## src/rtl/rxq_pkg.sv

```systemverilog
package rxq_pkg;
  localparam int unsigned RXQ_DEPTH_DEF   = 16;
  localparam int unsigned RXQ_DW_DEF      = 8;
  localparam int unsigned RXQ_TW_DEF      = 8;
  localparam int unsigned RXQ_RST_CYC_DEF = 3;

  typedef enum logic [1:0] {
    OCC_HOLD = 2'd0,
    OCC_INC  = 2'd1,
    OCC_DEC  = 2'd2
  } occ_op_e;
endpackage

```

## src/rtl/rxq_swrst.sv

```systemverilog
module rxq_swrst #(
  parameter int unsigned CYC = 3
) (
  input  logic clk,
  input  logic rst_n,
  input  logic req,
  output logic busy,
  output logic clr
);
  localparam int unsigned CW = $clog2(CYC + 1);

  logic [CW-1:0] cnt_q, cnt_d;

  always_comb begin
    cnt_d = cnt_q;
    if (req)             cnt_d = CW'(CYC);
    else if (cnt_q != 0) cnt_d = cnt_q - CW'(1);
  end

  always_ff @(posedge clk or negedge rst_n) begin
    if (!rst_n) cnt_q <= '0;
    else        cnt_q <= cnt_d;
  end

  assign busy = (cnt_q != 0);
  assign clr  = req | busy;

  assert_busy_start_R8: assert property (@(posedge clk) disable iff (!rst_n)
    req |=> busy);
endmodule

```

## src/rtl/rxq_store.sv

```systemverilog
module rxq_store
  import rxq_pkg::*;
#(
  parameter int unsigned DEPTH = RXQ_DEPTH_DEF,
  parameter int unsigned DW    = RXQ_DW_DEF
) (
  input  logic                       clk,
  input  logic                       rst_n,
  input  logic                       clr,
  input  logic                       push_req,
  input  logic [DW-1:0]              push_data,
  input  logic                       pop_req,
  output logic [DW-1:0]              head_data,
  output logic [$clog2(DEPTH+1)-1:0] count,
  output logic                       full,
  output logic                       empty,
  output logic                       push_acc,
  output logic                       pop_acc,
  output logic                       ovf_hit
);
  localparam int unsigned AW = (DEPTH > 1) ? $clog2(DEPTH) : 1;
  localparam int unsigned CW = $clog2(DEPTH + 1);

  logic [DW-1:0] mem [DEPTH];
  logic [AW-1:0] wr_q, wr_d, rd_q, rd_d;
  logic [CW-1:0] cnt_q, cnt_d;
  occ_op_e       op;

  function automatic logic [AW-1:0] ptr_next(input logic [AW-1:0] p);
    if (p == AW'(DEPTH - 1)) return '0;
    else                     return p + AW'(1);
  endfunction

  assign full     = (cnt_q == CW'(DEPTH));
  assign empty    = (cnt_q == '0);
  assign push_acc = push_req & ~full & ~clr;
  assign pop_acc  = pop_req & ~empty & ~clr;
  assign ovf_hit  = push_req & full & ~clr;

  always_comb begin
    unique case ({push_acc, pop_acc})
      2'b10:   op = OCC_INC;
      2'b01:   op = OCC_DEC;
      default: op = OCC_HOLD;
    endcase
  end

  always_comb begin
    wr_d  = wr_q;
    rd_d  = rd_q;
    cnt_d = cnt_q;
    if (clr) begin
      wr_d  = '0;
      rd_d  = '0;
      cnt_d = '0;
    end else begin
      if (push_acc) wr_d = ptr_next(wr_q);
      if (pop_acc)  rd_d = ptr_next(rd_q);
      case (op)
        OCC_INC: cnt_d = cnt_q + CW'(1);
        OCC_DEC: cnt_d = cnt_q - CW'(1);
        default: cnt_d = cnt_q;
      endcase
    end
  end

  always_ff @(posedge clk or negedge rst_n) begin
    if (!rst_n) begin
      wr_q  <= '0;
      rd_q  <= '0;
      cnt_q <= '0;
    end else begin
      wr_q  <= wr_d;
      rd_q  <= rd_d;
      cnt_q <= cnt_d;
    end
  end

  always_ff @(posedge clk) begin
    if (push_acc) mem[wr_q] <= push_data;
  end

  assign head_data = mem[rd_q];
  assign count     = cnt_q;

  assert_push_inc_R1: assert property (@(posedge clk) disable iff (!rst_n)
    (push_acc && !pop_acc) |=> (count == $past(count) + 1'b1));
  assert_pop_dec_R1: assert property (@(posedge clk) disable iff (!rst_n)
    (pop_acc && !push_acc) |=> (count == $past(count) - 1'b1));
  assert_no_overfill_R2: assert property (@(posedge clk) disable iff (!rst_n)
    full |=> (count == $past(count)) || pop_acc || $past(pop_acc) || $past(clr));
endmodule

```

## src/rtl/rxq_idle_timer.sv

```systemverilog
module rxq_idle_timer
  import rxq_pkg::*;
#(
  parameter int unsigned TW = RXQ_TW_DEF
) (
  input  logic          clk,
  input  logic          rst_n,
  input  logic          clr,
  input  logic          act,
  input  logic          pop_acc,
  input  logic          tick,
  input  logic          en,
  input  logic          nonempty,
  input  logic [TW-1:0] cmp,
  output logic          tout_flag
);
  logic [TW-1:0] idle_q, idle_d;
  logic          tout_q, tout_d;
  logic          hit;

  assign hit = (idle_q == cmp);

  always_comb begin
    idle_d = idle_q;
    if (clr || act || !en || !nonempty) idle_d = '0;
    else if (tick && !hit)              idle_d = idle_q + TW'(1);
  end

  always_comb begin
    tout_d = tout_q;
    if (clr || pop_acc)                    tout_d = 1'b0;
    else if (en && nonempty && !act && hit) tout_d = 1'b1;
  end

  always_ff @(posedge clk or negedge rst_n) begin
    if (!rst_n) begin
      idle_q <= '0;
      tout_q <= 1'b0;
    end else begin
      idle_q <= idle_d;
      tout_q <= tout_d;
    end
  end

  assign tout_flag = tout_q;

  assert_tout_pop_clear_R6: assert property (@(posedge clk) disable iff (!rst_n)
    pop_acc |=> !tout_flag);
  assert_tout_needs_en_R5: assert property (@(posedge clk) disable iff (!rst_n)
    (!tout_flag ##1 tout_flag) |-> ($past(en) && $past(nonempty)));
endmodule

```

## src/rtl/rxq_flags.sv

```systemverilog
module rxq_flags
  import rxq_pkg::*;
#(
  parameter int unsigned DEPTH = RXQ_DEPTH_DEF
) (
  input  logic                       clk,
  input  logic                       rst_n,
  input  logic [$clog2(DEPTH+1)-1:0] count,
  input  logic [$clog2(DEPTH)-1:0]   trig_lvl,
  input  logic [$clog2(DEPTH)-1:0]   rts_lvl,
  input  logic                       auto_rts,
  input  logic                       rts_pol,
  input  logic                       ovf_hit,
  input  logic                       ovf_clr,
  input  logic                       tout_flag,
  input  logic                       ien_rda,
  input  logic                       ien_tout,
  input  logic                       ien_ovf,
  output logic                       rda_flag,
  output logic                       ovf_flag,
  output logic                       rts_pin,
  output logic                       rda_irq,
  output logic                       tout_irq,
  output logic                       ovf_irq
);
  localparam int unsigned CW = $clog2(DEPTH + 1);

  logic ovf_q, ovf_d;
  logic rts_assert;

  always_comb begin
    ovf_d = ovf_q;
    if (ovf_hit)      ovf_d = 1'b1;
    else if (ovf_clr) ovf_d = 1'b0;
  end

  always_ff @(posedge clk or negedge rst_n) begin
    if (!rst_n) ovf_q <= 1'b0;
    else        ovf_q <= ovf_d;
  end

  assign rda_flag   = (count > CW'(trig_lvl));
  assign rts_assert = ~(auto_rts & (count > CW'(rts_lvl)));
  assign rts_pin    = rts_pol ? rts_assert : ~rts_assert;
  assign ovf_flag   = ovf_q;
  assign rda_irq    = rda_flag & ien_rda;
  assign tout_irq   = tout_flag & ien_tout;
  assign ovf_irq    = ovf_q & ien_ovf;

  assert_ovf_sticky_R3: assert property (@(posedge clk) disable iff (!rst_n)
    (ovf_flag && !ovf_clr) |=> ovf_flag);
  assert_ovf_set_R3: assert property (@(posedge clk) disable iff (!rst_n)
    ovf_hit |=> ovf_flag);
  assert_rts_manual_R7: assert property (@(posedge clk) disable iff (!rst_n)
    !auto_rts |-> (rts_pin == rts_pol));
endmodule

```

## src/rtl/rxq_top.sv

```systemverilog
module rxq_top
  import rxq_pkg::*;
#(
  parameter int unsigned DEPTH   = RXQ_DEPTH_DEF,
  parameter int unsigned DW      = RXQ_DW_DEF,
  parameter int unsigned TW      = RXQ_TW_DEF,
  parameter int unsigned RST_CYC = RXQ_RST_CYC_DEF
) (
  input  logic                       clk,
  input  logic                       rst_n,
  input  logic                       rx_valid,
  input  logic [DW-1:0]              rx_data,
  input  logic                       rd_req,
  output logic [DW-1:0]              rd_data,
  input  logic                       bit_tick,
  input  logic [$clog2(DEPTH)-1:0]   trig_lvl,
  input  logic [$clog2(DEPTH)-1:0]   rts_lvl,
  input  logic [TW-1:0]              idle_cmp,
  input  logic                       idle_en,
  input  logic                       auto_rts_en,
  input  logic                       rts_active_high,
  input  logic                       ovf_clr,
  input  logic                       sw_rst_req,
  input  logic                       ien_rda,
  input  logic                       ien_tout,
  input  logic                       ien_ovf,
  output logic [$clog2(DEPTH+1)-1:0] occupancy,
  output logic                       fifo_full,
  output logic                       fifo_empty,
  output logic                       ovf_flag,
  output logic                       rda_flag,
  output logic                       tout_flag,
  output logic                       rda_irq,
  output logic                       tout_irq,
  output logic                       ovf_irq,
  output logic                       rts_out,
  output logic                       sw_rst_busy
);
  logic clr, push_acc, pop_acc, ovf_hit;

  rxq_swrst #(.CYC(RST_CYC)) u_swrst (
    .clk(clk), .rst_n(rst_n), .req(sw_rst_req), .busy(sw_rst_busy), .clr(clr)
  );

  rxq_store #(.DEPTH(DEPTH), .DW(DW)) u_store (
    .clk(clk), .rst_n(rst_n), .clr(clr),
    .push_req(rx_valid), .push_data(rx_data), .pop_req(rd_req),
    .head_data(rd_data), .count(occupancy), .full(fifo_full), .empty(fifo_empty),
    .push_acc(push_acc), .pop_acc(pop_acc), .ovf_hit(ovf_hit)
  );

  rxq_idle_timer #(.TW(TW)) u_timer (
    .clk(clk), .rst_n(rst_n), .clr(clr), .act(push_acc | pop_acc),
    .pop_acc(pop_acc), .tick(bit_tick), .en(idle_en), .nonempty(~fifo_empty),
    .cmp(idle_cmp), .tout_flag(tout_flag)
  );

  rxq_flags #(.DEPTH(DEPTH)) u_flags (
    .clk(clk), .rst_n(rst_n), .count(occupancy), .trig_lvl(trig_lvl),
    .rts_lvl(rts_lvl), .auto_rts(auto_rts_en), .rts_pol(rts_active_high),
    .ovf_hit(ovf_hit), .ovf_clr(ovf_clr), .tout_flag(tout_flag),
    .ien_rda(ien_rda), .ien_tout(ien_tout), .ien_ovf(ien_ovf),
    .rda_flag(rda_flag), .ovf_flag(ovf_flag), .rts_pin(rts_out),
    .rda_irq(rda_irq), .tout_irq(tout_irq), .ovf_irq(ovf_irq)
  );

  assert_reset_empties_R8: assert property (@(posedge clk) disable iff (!rst_n)
    sw_rst_busy |-> fifo_empty);
endmodule

```

## config.mk

```make
export PLATFORM = sky130hd
export DESIGN_NAME = rxq_top
export DESIGN_NICKNAME = d
export VERILOG_FILES = /design/src/rtl/rxq_pkg.sv /design/src/rtl/rxq_swrst.sv /design/src/rtl/rxq_store.sv /design/src/rtl/rxq_idle_timer.sv /design/src/rtl/rxq_flags.sv /design/src/rtl/rxq_top.sv
export SDC_FILE = /design/constraint.sdc
export NUM_CORES = 1
export LEC_CHECK = 0
export CORE_ASPECT_RATIO = 1.5
export CORE_MARGIN = 10
export CORE_UTILIZATION = 64
export CTS_CLUSTER_DIAMETER = 80
export CTS_CLUSTER_SIZE = 16
export DETAILED_ROUTE_END_ITERATION = 10
export DONT_BUFFER_PORTS = 1
export PLACE_DENSITY_LB_ADDON = 0.2
export SYNTH_ARGS = -nofsm -noshare
export SYNTH_HDL_FRONTEND = slang
export SYNTH_SLANG_ARGS = --single-unit
```

## constraint.sdc

```tcl
create_clock -name clk -period 4.5 [get_ports clk]
set_input_delay 1.125 -clock clk [delete_from_list [all_inputs] [get_ports clk]]
set_output_delay 1.125 -clock clk [all_outputs]
set_load 0.05 [all_outputs]
```

* Word-level counts from Yosys, hierarchy flattened
Memories as Yosys holds them, arrays and structs flattened.
Index checks and enable logic that the tools add are counted.
** Word-level totals
- Bits in registers :: 25
- Memories kept :: 1
- Bits in writable memories :: 128
** Memory list
- u_store.mem :: depth 16, width 8, read ports 1, clocked after Yosys merged registers in 0, wr ports 1, line rxq_store.sv:24 : logic [DW-1:0] mem [DEPTH];
** Operators by class
- Multiplexer cells :: 20
- $add $sub $neg :: 6
- Order comparisons :: 2
- Bitwise gates (word level) :: 16
- Reductions and logical operators :: 20
- Equality and inequality tests :: 8
** Operators by type and width (count)
- $mux 4 :: 6
- $mux 8 :: 2
- $reduce_bool 2->1 :: 7
- $and 1x1->1 :: 10
- $gt 5x4->1 :: 2
- $pmux 5 s2 :: 1
- $add 4x1->4 const B :: 2
- $add 8x1->8 const B :: 1
- $eq 4x4->1 const B :: 2
- $eq 8x8->1 :: 1
- $mux 1 :: 7
- $add 5x1->5 const B :: 1
- $eq 5x5->1 const B :: 1
- $logic_not 5->1 :: 1
- $mux 5 :: 1
- $sub 5x1->5 const B :: 1
- $eq 2x1->1 const B :: 2
- $eq 2x2->1 const B :: 2
- $logic_and 1x1->1 :: 4
- $logic_or 1x1->1 :: 4
- $mux 2 :: 2
- $not 1->1 :: 4
- $pmux 2 s2 :: 1
- $logic_not 1->1 :: 3
- 3 further kinds :: 4

* Depth between registers and ports, before layout
Gate-level depths: netlist (run 1).
- Depth in word-level cells :: 10
- Depth in mapped cells :: 14
- Depth with buffers taken out :: 13

* Cells and area by module
A second synthesis (run 1) with hierarchy kept.
** Unflattened totals
- Cells, all modules :: 466
- Area, all modules :: 6911.6 um^2
** Modules (own cells, without submodules)
- rxq_store :: seq. area each 4169.0 um^2, area each 5958.2 um^2, times used 1, cells each 360
- rxq_idle_timer :: seq. area each 225.2 um^2, area each 556.8 um^2, times used 1, cells each 57
- rxq_flags :: seq. area each 25.0 um^2, area each 271.5 um^2, times used 1, cells each 35
- rxq_swrst :: seq. area each 50.0 um^2, area each 115.1 um^2, times used 1, cells each 12
- rxq_top :: seq. area each 0.0 um^2, area each 10.0 um^2, times used 1, cells each 2

* Worst setup path after synthesis (run 1)
No wires, ideal clock.
- Path kind :: input-to-output
- Start point :: input rts_lvl[2]
- End point :: output rts_out
- Stages :: 6
- Slack :: 706 ps
- Data arrival time :: 2669 ps
- Cells stage by stage :: inv_1 > ha_1 > nand4b_1 > o221ai_1 > o211ai_1 > xnor2_1
** Between the ends
- Longest elaborated chain between the ends :: 4
** RTL lines
- from (decl) :: line rxq_top.sv:17 : input logic [$clog2(DEPTH)-1:0] rts_lvl,
- $gt 5x4->1 (*) :: line rxq_flags.sv:43 : assign rts_assert = ~(auto_rts & (count > CW'(rts_lvl)));
- $and 1x1->1 (*) :: line rxq_flags.sv:43
- $not 1->1 :: line rxq_flags.sv:43
- $mux 1 (*) :: line rxq_flags.sv:44 : assign rts_pin = rts_pol ? rts_assert : ~rts_assert;
- to (decl) :: line rxq_top.sv:36 : output logic rts_out,
Every way passes the cells marked *; elsewhere a longest branch is shown, timed or not.

* Final worst setup path (run 1)
- Start point :: register u_store.cnt_q[0] (netlist: u_store.count[0])
- End point :: output rda_irq
** Between the ends
- Longest elaborated chain between the ends :: 2
** RTL lines
- from (decl) :: line rxq_store.sv:26 : logic [CW-1:0] cnt_q, cnt_d;
- from (signal assigned) :: line rxq_store.sv:75 : cnt_q <= cnt_d;
- $gt 5x4->1 :: line rxq_flags.sv:42 : assign rda_flag = (count > CW'(trig_lvl));
- $and 1x1->1 :: line rxq_flags.sv:46 : assign rda_irq = rda_flag & ien_rda;
- to (decl) :: line rxq_top.sv:33 : output logic rda_irq,
No other way between the ends.

==> results of run 1 <==
==> cell type report <==
| class | instances | area, um2 |
|---|---|---|
| timing repair buffer | 15 | 125 |
| tap | 144 | 180 |
| sequential | 153 | 4470 |
| multi-input combinational | 278 | 2220 |
| clock inverter | 14 | 139 |
| clock buffer | 18 | 429 |
| fill | 691 | 2900 |
| inverter | 20 | 75.1 |
==> report_power, final <==
part	total (mW)	internal (mW)	switching, mW
Combinational	0.0688	0.0233	0.0455
Clock	1.35	0.773	0.577
Sequential	1.55	1.54	0.00449
Total	2.97	2.34	0.627
==> kinds of logic (layout without fill, tap and decap cells) <==
family	Yosys count	in the layout	share of synthesized area, %
simple gates	106	106	7.64
fa+ha+maj	20	20	3.64
flops	153	153	65.0
xor+xnor	20	20	2.55
compound gates	83	83	8.20
mux	49	49	10.2
buf+inv	43	67	2.84
==> metrics by stage <==
step | instances | hold WS, ps | power, mW | area, um2
global route | 642 | 377 | 3.05 | 7630
detailed placement | 610 | 491 | 1.65 | 7070
finish | 642 | 399 | 2.97 | 7630
CTS | 642 | 383 | 2.99 | 7630
floorplan | 474 | 462 | 1.63 | 6880
global placement | 610 | 476 | 1.64 | 7070
==> worst max-delay path, cell delays in order, from the launching register on <==
cell and delay (ps):
dfrtp_1 760, inv_1 190, ha_1 220, inv_1 60, a21oi_1 50, o21ai_0 160, a21o_1 140, buf_4 200
and2_1 470
==> sequential cells by signal, summed over array words and instances, names as in the netlist <==
signal	count
u_store.wr_q	4
u_store.rd_q	4
u_timer.idle_q	8
u_store.mem	128
u_timer.tout_flag	1
u_swrst.cnt_q	2
u_flags.ovf_flag	1
u_store.count	5
==> synth_stat cells (all sizes together), types with 11 or more instances <==
master / n
a21oi: 21
buf: 16
dfrtp: 25
edfxtp: 128
ha: 20
inv: 20
mux2i: 25
mux4: 16
nand2: 31
nor2: 30
o21ai: 26
xnor2: 11
==> layer usage <==
metal / global-route usage [%] / wire length, um
met1: 22.0 / 5420
met2: 33.6 / 7650
met3: 6.00 / 844
met4: 7.85 / 374
met5: 0 / 0
==> how the worst max path moves through the flow <==
stage,slack (ps),startpoint,cells after the start,to
after detailed placement,900,trig_lvl[3],7,rda_irq
after floorplan,710,rts_lvl[2],6,rts_out
after global placement,940,trig_lvl[3],7,rda_irq
after CTS,700,u_store.count[0],8,rda_irq
final,710,u_store.count[0],8,rda_irq
after global routing,580,u_store.count[0],8,rda_irq
==> metrics.txt, run 1 <==
Register-to-Register Path Depth=12; Detail Route Antenna Nets=0; hpwl dp=roughly 9.6 mm; status=finished, final reports clean; Worst EP required=between 3000 and 4000 ps; net count after synthesis=531; root buffer selected by CTS=clkbuf_16; Crit Path Max Fanout=7; Routed WL per cell=22.3 um; area leader, netlist=edfxtp_1; Core Area=about 0.011 mm2; first-pass GRT wire length=approximately 23 mm; cells after synthesis=between 400 and 500; Layout Utilization=72.5%; Clock Path Buffers=2; Peak VDD IR=approximately 0.27 mV; hold bufs inserted after CTS=0; Max Cap Viol=0; most frequent cells in the layout=edfxtp_1 (128), nor2_1 (30), nand2_1 (30), mux2i_1 (25), dfrtp_1 (24); vias in the first global route=4287; CTS clk-pin slew, worst paths=approximately 60 ps; Final Cycle Share=84.1%; mean post-synth cell area=about 15 um2; Yosys warning total=0; reg2reg setup slack=around 1200 ps; H-tree Lvls=4; Residual DRC=0; worst reg2reg endpoint=u_store.count[4]; Hold Path Class=in -> async; Max Slew Vio Count=0; DRT Wirelength=~14 mm; Fmax=around 260 MHz; final hold vios=0; kind of critical path=reg -> out; FF-to-FF Start=u_store.count[0]; total grt overflow=0; Post-CTS Resized=0; pre-CTS WS=approximately 900 ps; setup bufs post-CTS=0; CTS Buf Count=17; minimum clock period=~3800 ps; Layout Skew=between 6 and 7 ps; P&R area growth vs syn=11.0%; PwrDens=slightly below 400 mW/mm2; Synth Register Bits=about 150; RSZ-0062 raised after global routing=false; Initial Util=roughly two thirds; Setup TNS Final=0 ps; Setup violations, final=0; Synth cell types=55; row count=46; Vias=around 4000; largest net degree at the start of global routing=29; CTS Sinks=153; Die Ht=between 100 and 150 um; vias per std cell=6.22; TritonRoute pass-1 iters=4; Primary FF master, synth=edfxtp_1; drt initial violations=about 260; # IOs=60; worst relative slew slack=~29%; # diodes=0; final worst slack=714 ps; Die W=105 um; Worst Path Arrival=~2700 ps; Netlist Area Pre-Place=between 0.006 and 0.007 mm2; top-area cell type share of the netlist area=between 50% and 60%; initial antenna violation count=0; Post-synth EDFFs=approximately 130; GP Congestion=~0.75; number of buffers added on ports=0; share of cells above drive strength 1=16.3%; largest cells by area after synthesis=edfxtp_1 (56%), dfrtp_1 (9.1%), mux4_2 (5.2%), ha_1 (3.6%), mux2i_1 (3.6%); clk_lat worst skew=410 ps; Setup crit end kind=output port; Die ar.=0.0154 mm2; Startpoint Class=flop; slew of the pin with the lowest slew margin=~1100 ps; Total GRT Usage=19.5%; most common cell after layout, fill and taps aside=edfxtp_1; register area share after synthesis=between 60 and 70%; CTS tree=built; Final nets=542; async set-reset flop share out of synthesis=16.3%; leakage=about 2.6 nW
Note: power is estimated with default switching activity, not from simulation.
==> inputs of run 2 (changes only) <==
Settings changed: ABC_AREA set to 1, CORE_UTILIZATION 64 to 57.
Clock period 4.5 ns to 3.08 ns, I/O delays scaled along.
==> run 2 against run 1 <==
Compared with the run above:
- wire length is 13% higher
- sequential power is 46% higher
- register-to-register slack worse by 760 ps
- setup slack worse by 600 ps
- first-iteration DRC count is 29% higher
- core utilization is 7.1 points lower
- cell area is 6.0% higher
- synthesized cell count is 44% higher
- critical path type unchanged
==> metrics.txt, run 2 <==
number of buffers added on ports=0; max incr delay on CP=between 400 and 500 ps; Initial Util=roughly 58%; Core Area=around 0.012 mm2; Worst EP required=2310 ps; CTS Buf Count=17; most common cell after layout, fill and taps aside=nand2_1; CTS Sinks=roughly 150; worst relative slew slack=approximately 65%; Layout Utilization=65.4%; Fmax=337 MHz; Layout Skew=8.90 ps; sequential power share=between 50% and 60%; Hold Slack=just under 50 ps; Tot Pwr=roughly 4.2 mW; register area share after synthesis=62.7%; P&R area growth vs syn=13.6%; mean post-synth cell area=about 10 um2; commonest cells in the netlist=nand2_1 (149), edfxtp_1 (128), nor2_1 (68); area leader, netlist=edfxtp_1; share of cells above drive strength 1=between 10% and 20%; placed cell area=roughly 0.0076 mm2; leakage=between 3 and 4 nW; Clock Path Buffers=2; largest cells by area after synthesis=edfxtp_1 (54%), dfrtp_1 (8.8%), nand2_1 (7.9%), nand3_1 (3.9%), o21ai_0 (3.7%); Detail Route Antenna Nets=0; cells after synthesis=between 600 and 700; Top reg by flops=u_store.mem; # IOs=60; Setup violations, final=0; RSZ-0062 raised after global routing=false; final worst slack=112 ps; CP max stage cell=dfrtp_1; xor and xnor area share after synthesis=approximately 1.4%; Hold Path Class=in -> async; Residual DRC=0; CP Cell Sequence=inv_2 -> nor2_4 -> nand3_1 -> nand2_1 -> a21oi_1 -> o21ai_0 -> o21ai_1 -> buf_4; vias per std cell=5.71; Setup TNS Final=0 ps; status=finished, final reports clean; Max Slew Vio Count=0; Logic pwr share=~1.9%; largest net degree at the start of global routing=39; cell area after layout=0.00810 mm2; Post-synth EDFFs=128; root buffer selected by CTS=clkbuf_16; initial antenna violation count=0; Total GRT Usage=around 18%; number of flip-flops in the largest register=128; pre-CTS WS=approximately 320 ps; most frequent cell after synthesis=nand2_1; Worst Path Arrival=2200 ps; hpwl dp=between 10 and 15 mm; slew of the pin with the lowest slew margin=523 ps; Yosys warning total=0; first-pass GRT wire length=about 25 mm; Primary FF master, synth=edfxtp_1; Netlist Area Pre-Place=between 0.007 and 0.008 mm2; Synth cell types=38; Int Pwr=approximately 3.3 mW; GP Congestion=between 0.8 and 0.9; cell family contributing the most delay on the critical path=simple AND/OR/NAND/NOR gates; H-tree Lvls=4; Setup crit end kind=output port; # diodes=0; Vias=5096; Die Ht=roughly 160 um; DP Cell Count=between 800 and 900; kind of critical path=reg -> out; CTS clk-pin slew, worst paths=about 60 ps; mux cell area share after synthesis=0%; async set-reset flop share out of synthesis=between 15 and 20%; TritonRoute pass-1 iters=5; hold bufs inserted after CTS=0; clk_lat worst skew=a little over 400 ps; Synth Register Bits=approximately 150; non-filler cells, final=between 800 and 900; Startpoint Class=flop; net count after synthesis=~740; Routed WL per cell=~18 um; compound-gate portion of the synthesized area=under 10%; top-area cell type share of the netlist area=around 54%; Register-to-Register Path Depth=13; Worst Path Buf+Inv=2; Crit path depth=8; Final nets=780; largest family of logic cells by synthesized area=simple AND/OR/NAND/NOR gates; Max Cap Viol=0; sw frac=between 20% and 30%; Crit Path Max Fanout=13; simple-gate share of the synthesized area=between 10% and 20%; Final Cycle Share=a little over nine tenths; drt initial violations=between 300 and 400; vias in the first global route=approximately 5000; total grt overflow=0; most frequent cells in the layout=nand2_1 (149), edfxtp_1 (128), nor2_1 (68), inv_1 (56), nand3_1 (55); minimum clock period=about 3000 ps; final hold vios=0; row count=50; CTS tree=built; DRT Wirelength=approximately 16 mm; clock share of power=44.0%; Switch Pwr=between 0.8 and 0.9 mW; PwrDens=approximately 500 mW/mm2; Synth Area in Adders=approximately 3.5%; Peak VDD IR=about 0.53 mV; Die W=about 110 um; Die ar.=roughly 0.017 mm2
run 2: worst paths after layout:
kind | start | endpoint | slack, ps
hold reg to reg | u_swrst.cnt_q[0] | u_swrst.cnt_q[0] | 500
hold / removal | rst_n | u_timer.idle_q[0] | 50
max in group asynchronous | rst_n | u_store.rd_q[0] | 2940
setup reg to reg | u_swrst.cnt_q[0] | u_store.count[4] | 390
min in group clk | rx_data[0] | u_store.mem[14][0] | 450
setup / recovery | u_store.rd_q[2] | rd_data[2] | 110
run 2: cell type report:
type,instances,area (um2)
Sequential cell,153,4470
Fill cell,969,4290
Multi-Input combinational cell,439,2280
Clock buffer,18,429
Timing Repair Buffer,48,377
Inverter,64,245
Tap cell,156,195
Clock inverter,14,98.8
run 2: power groups by stage:
stage | Sequential, mW | Combinational (mW) | Clock [mW]
6_report | 2.26 | 0.0811 | 1.83
2_1_floorplan | 2.30 | 0.0671 | 0
3_5_place_dp | 2.30 | 0.0826 | 0
3_3_place_gp | 2.30 | 0.0786 | 0
5_1_grt | 2.26 | 0.0910 | 1.94
4_1_cts | 2.26 | 0.0827 | 1.85
run 2: logic make-up after synthesis:
kind of cell | Yosys count
adders and majority gates | 20
AOI/OAI and AO/OA | 102
DFF | 153
buffers and inverters | 89
and+or+nand+nor | 306
xor gates and xnor gates | 11
run 2: metal layers:
metal | routed length [um] | GRT usage [%]
met2 | 8520 | 32.6
met5 | 0 | 0
met4 | 529 | 8.96
met1 | 6230 | 19.9
met3 | 852 | 4.19
run 2: timing repair:
item / in CTS / in global routing
setup endpoints to repair: 0 / 8
gates resized for setup: 0 / 2
setup buffers: 0 / 1
==> inputs of run 3 (changes only) <==
Settings changed: CELL_PAD_IN_SITES_DETAIL_PLACEMENT set to 0, CELL_PAD_IN_SITES_GLOBAL_PLACEMENT set to 1, CORE_UTILIZATION 57 to 45.
==> run 3 against run 2 <==
Compared with the run above:
- cell area increased by 1.0%
- sequential share of layout area down 0.59 points
- first-iteration DRC count is 9.1% higher
- count of clock-buffer cells in the layout unchanged
- combinational power hardly changed
- hold slack lost 13 ps
- critical path type unchanged
- largest cell class unchanged
==> metrics.txt, run 3 (synthesis gave the netlist of run 2 again) <==
Hold Path Class=in -> async; CTS tree=built; footprint of the multi-input gates=between 0.002 and 0.0025 mm2; Clock Path Buffers=2; Vias=slightly below 5000; Residual DRC=0; final worst slack=between 100 and 150 ps; row count=56; initial antenna violation count=0; Layout Utilization=52.3%; cell area after layout=around 0.008 mm2; Hold Slack=between 30 and 40 ps; share of cells above drive strength 1=about an eighth; Setup violations, final=0; largest net degree at the start of global routing=72; Worst Path Arrival=between 2000 and 2500 ps; first-pass GRT wire length=around 26 mm; Core Area=0.0156 mm2; most frequent cells in the layout=nand2_1 (148), edfxtp_1 (128), nor2_1 (68), inv_1 (56), nand3_1 (55); Crit Path Max Fanout=27; DP Cell Count=897; kind of critical path=reg -> out; Worst EP required=~2300 ps; total grt overflow=0; number of buffers added on ports=0; Final Cycle Share=between 90% and 100%; TritonRoute pass-1 iters=6; Initial Util=between 40% and 50%; drt initial violations=~360; final hold vios=0; PwrDens=~540 mW/mm2; Final nets=approximately 770; hpwl dp=about 12 mm; Routed WL per cell=about 18 um; CTS Buf Count=17; vias in the first global route=approximately 5000; Fmax=~340 MHz; H-tree Lvls=4; Max Cap Viol=0; GP Congestion=0.783; placed cell area=0.00756 mm2; Peak VDD IR=between 0.3 and 0.4 mV; Total GRT Usage=16.1%; Detail Route Antenna Nets=0; vias per std cell=5.30; Layout Skew=9.97 ps; setup bufs post-CTS=0; Setup TNS Final=0 ps; # IOs=60; Filler cells=around 1400; worst relative slew slack=roughly two thirds; non-filler cells, final=slightly above 900; CTS Sinks=approximately 150; Top reg by flops=u_store.mem; Max Slew Vio Count=0; CTS clk-pin slew, worst paths=about 70 ps; status=finished, final reports clean; most common cell after layout, fill and taps aside=nand2_1; Setup crit end kind=output port; minimum clock period=2970 ps; P&R area growth vs syn=14.8%; DRT Wirelength=16.8 mm; Die W=between 100 and 150 um; # diodes=0; Die ar.=around 0.021 mm2; Tot Pwr=4.43 mW; register area=0.00447 mm2; root buffer selected by CTS=clkbuf_16; clk_lat worst skew=about 420 ps; Die Ht=174 um; leakage=3.26 nW; number of flip-flops in the largest register=between 100 and 150; slew of the pin with the lowest slew margin=approximately 520 ps; Startpoint Class=flop; pre-CTS WS=between 200 and 300 ps
==> run 3: path summary, 6_finish.rpt <==
check / end / slack, ps / start / cells past startpoint
max in group asynchronous: u_store.rd_q[0] / 2950 / rst_n / 0
min: u_timer.idle_q[4] / 40 / rst_n / 0
max reg2reg: u_store.count[4] / 370 / u_swrst.cnt_q[0] / 14
max: rd_data[4] / 110 / u_store.rd_q[0] / 7
min reg2reg: u_swrst.cnt_q[0] / 500 / u_swrst.cnt_q[0] / 1
min in group clk: u_store.mem[13][0] / 440 / rx_data[0] / 0
==> run 3: critical path: stages (launching register included) <==
cell and delay [ps]:
dfrtp_2 400, clkinv_2 200, buf_12 230, o21ai_0 160, o22ai_1 100, o21ai_0 340
o21ai_1 130, buf_4 210
==> run 3: routing by layer <==
layer	routed length, um	part of all wire [%]	global-route usage (%)
met1	6600	39	17.9
met3	858	5.1	3.89
met4	334	2.0	6.65
met5	0	0	0
met2	9050	54	28.3
==> run 3: what timing repair did <==
action / 4_1_cts / 5_1_grt
hold buffers: 0 / 0
endpoints found under the setup margin: 0 / 4
gates resized for setup: 0 / 2
==> run 3: power by group <==
part / internal, mW / total [mW] / switching [mW]
registers: 2.25 / 2.26 / 0.00398
logic: 0.0243 / 0.0812 / 0.0569
clock network: 1.21 / 2.10 / 0.881
total: 3.49 / 4.43 / 0.942
==> run 3: layout make-up <==
class,instances,share of cell area (%)
Inverter,64,3.01
Sequential cell,153,54.7
Tap cell,203,3.11
Timing Repair Buffer,39,4.10
Clock buffer,18,5.25
Multi-Input combinational cell,439,27.9
Clock inverter,14,1.99
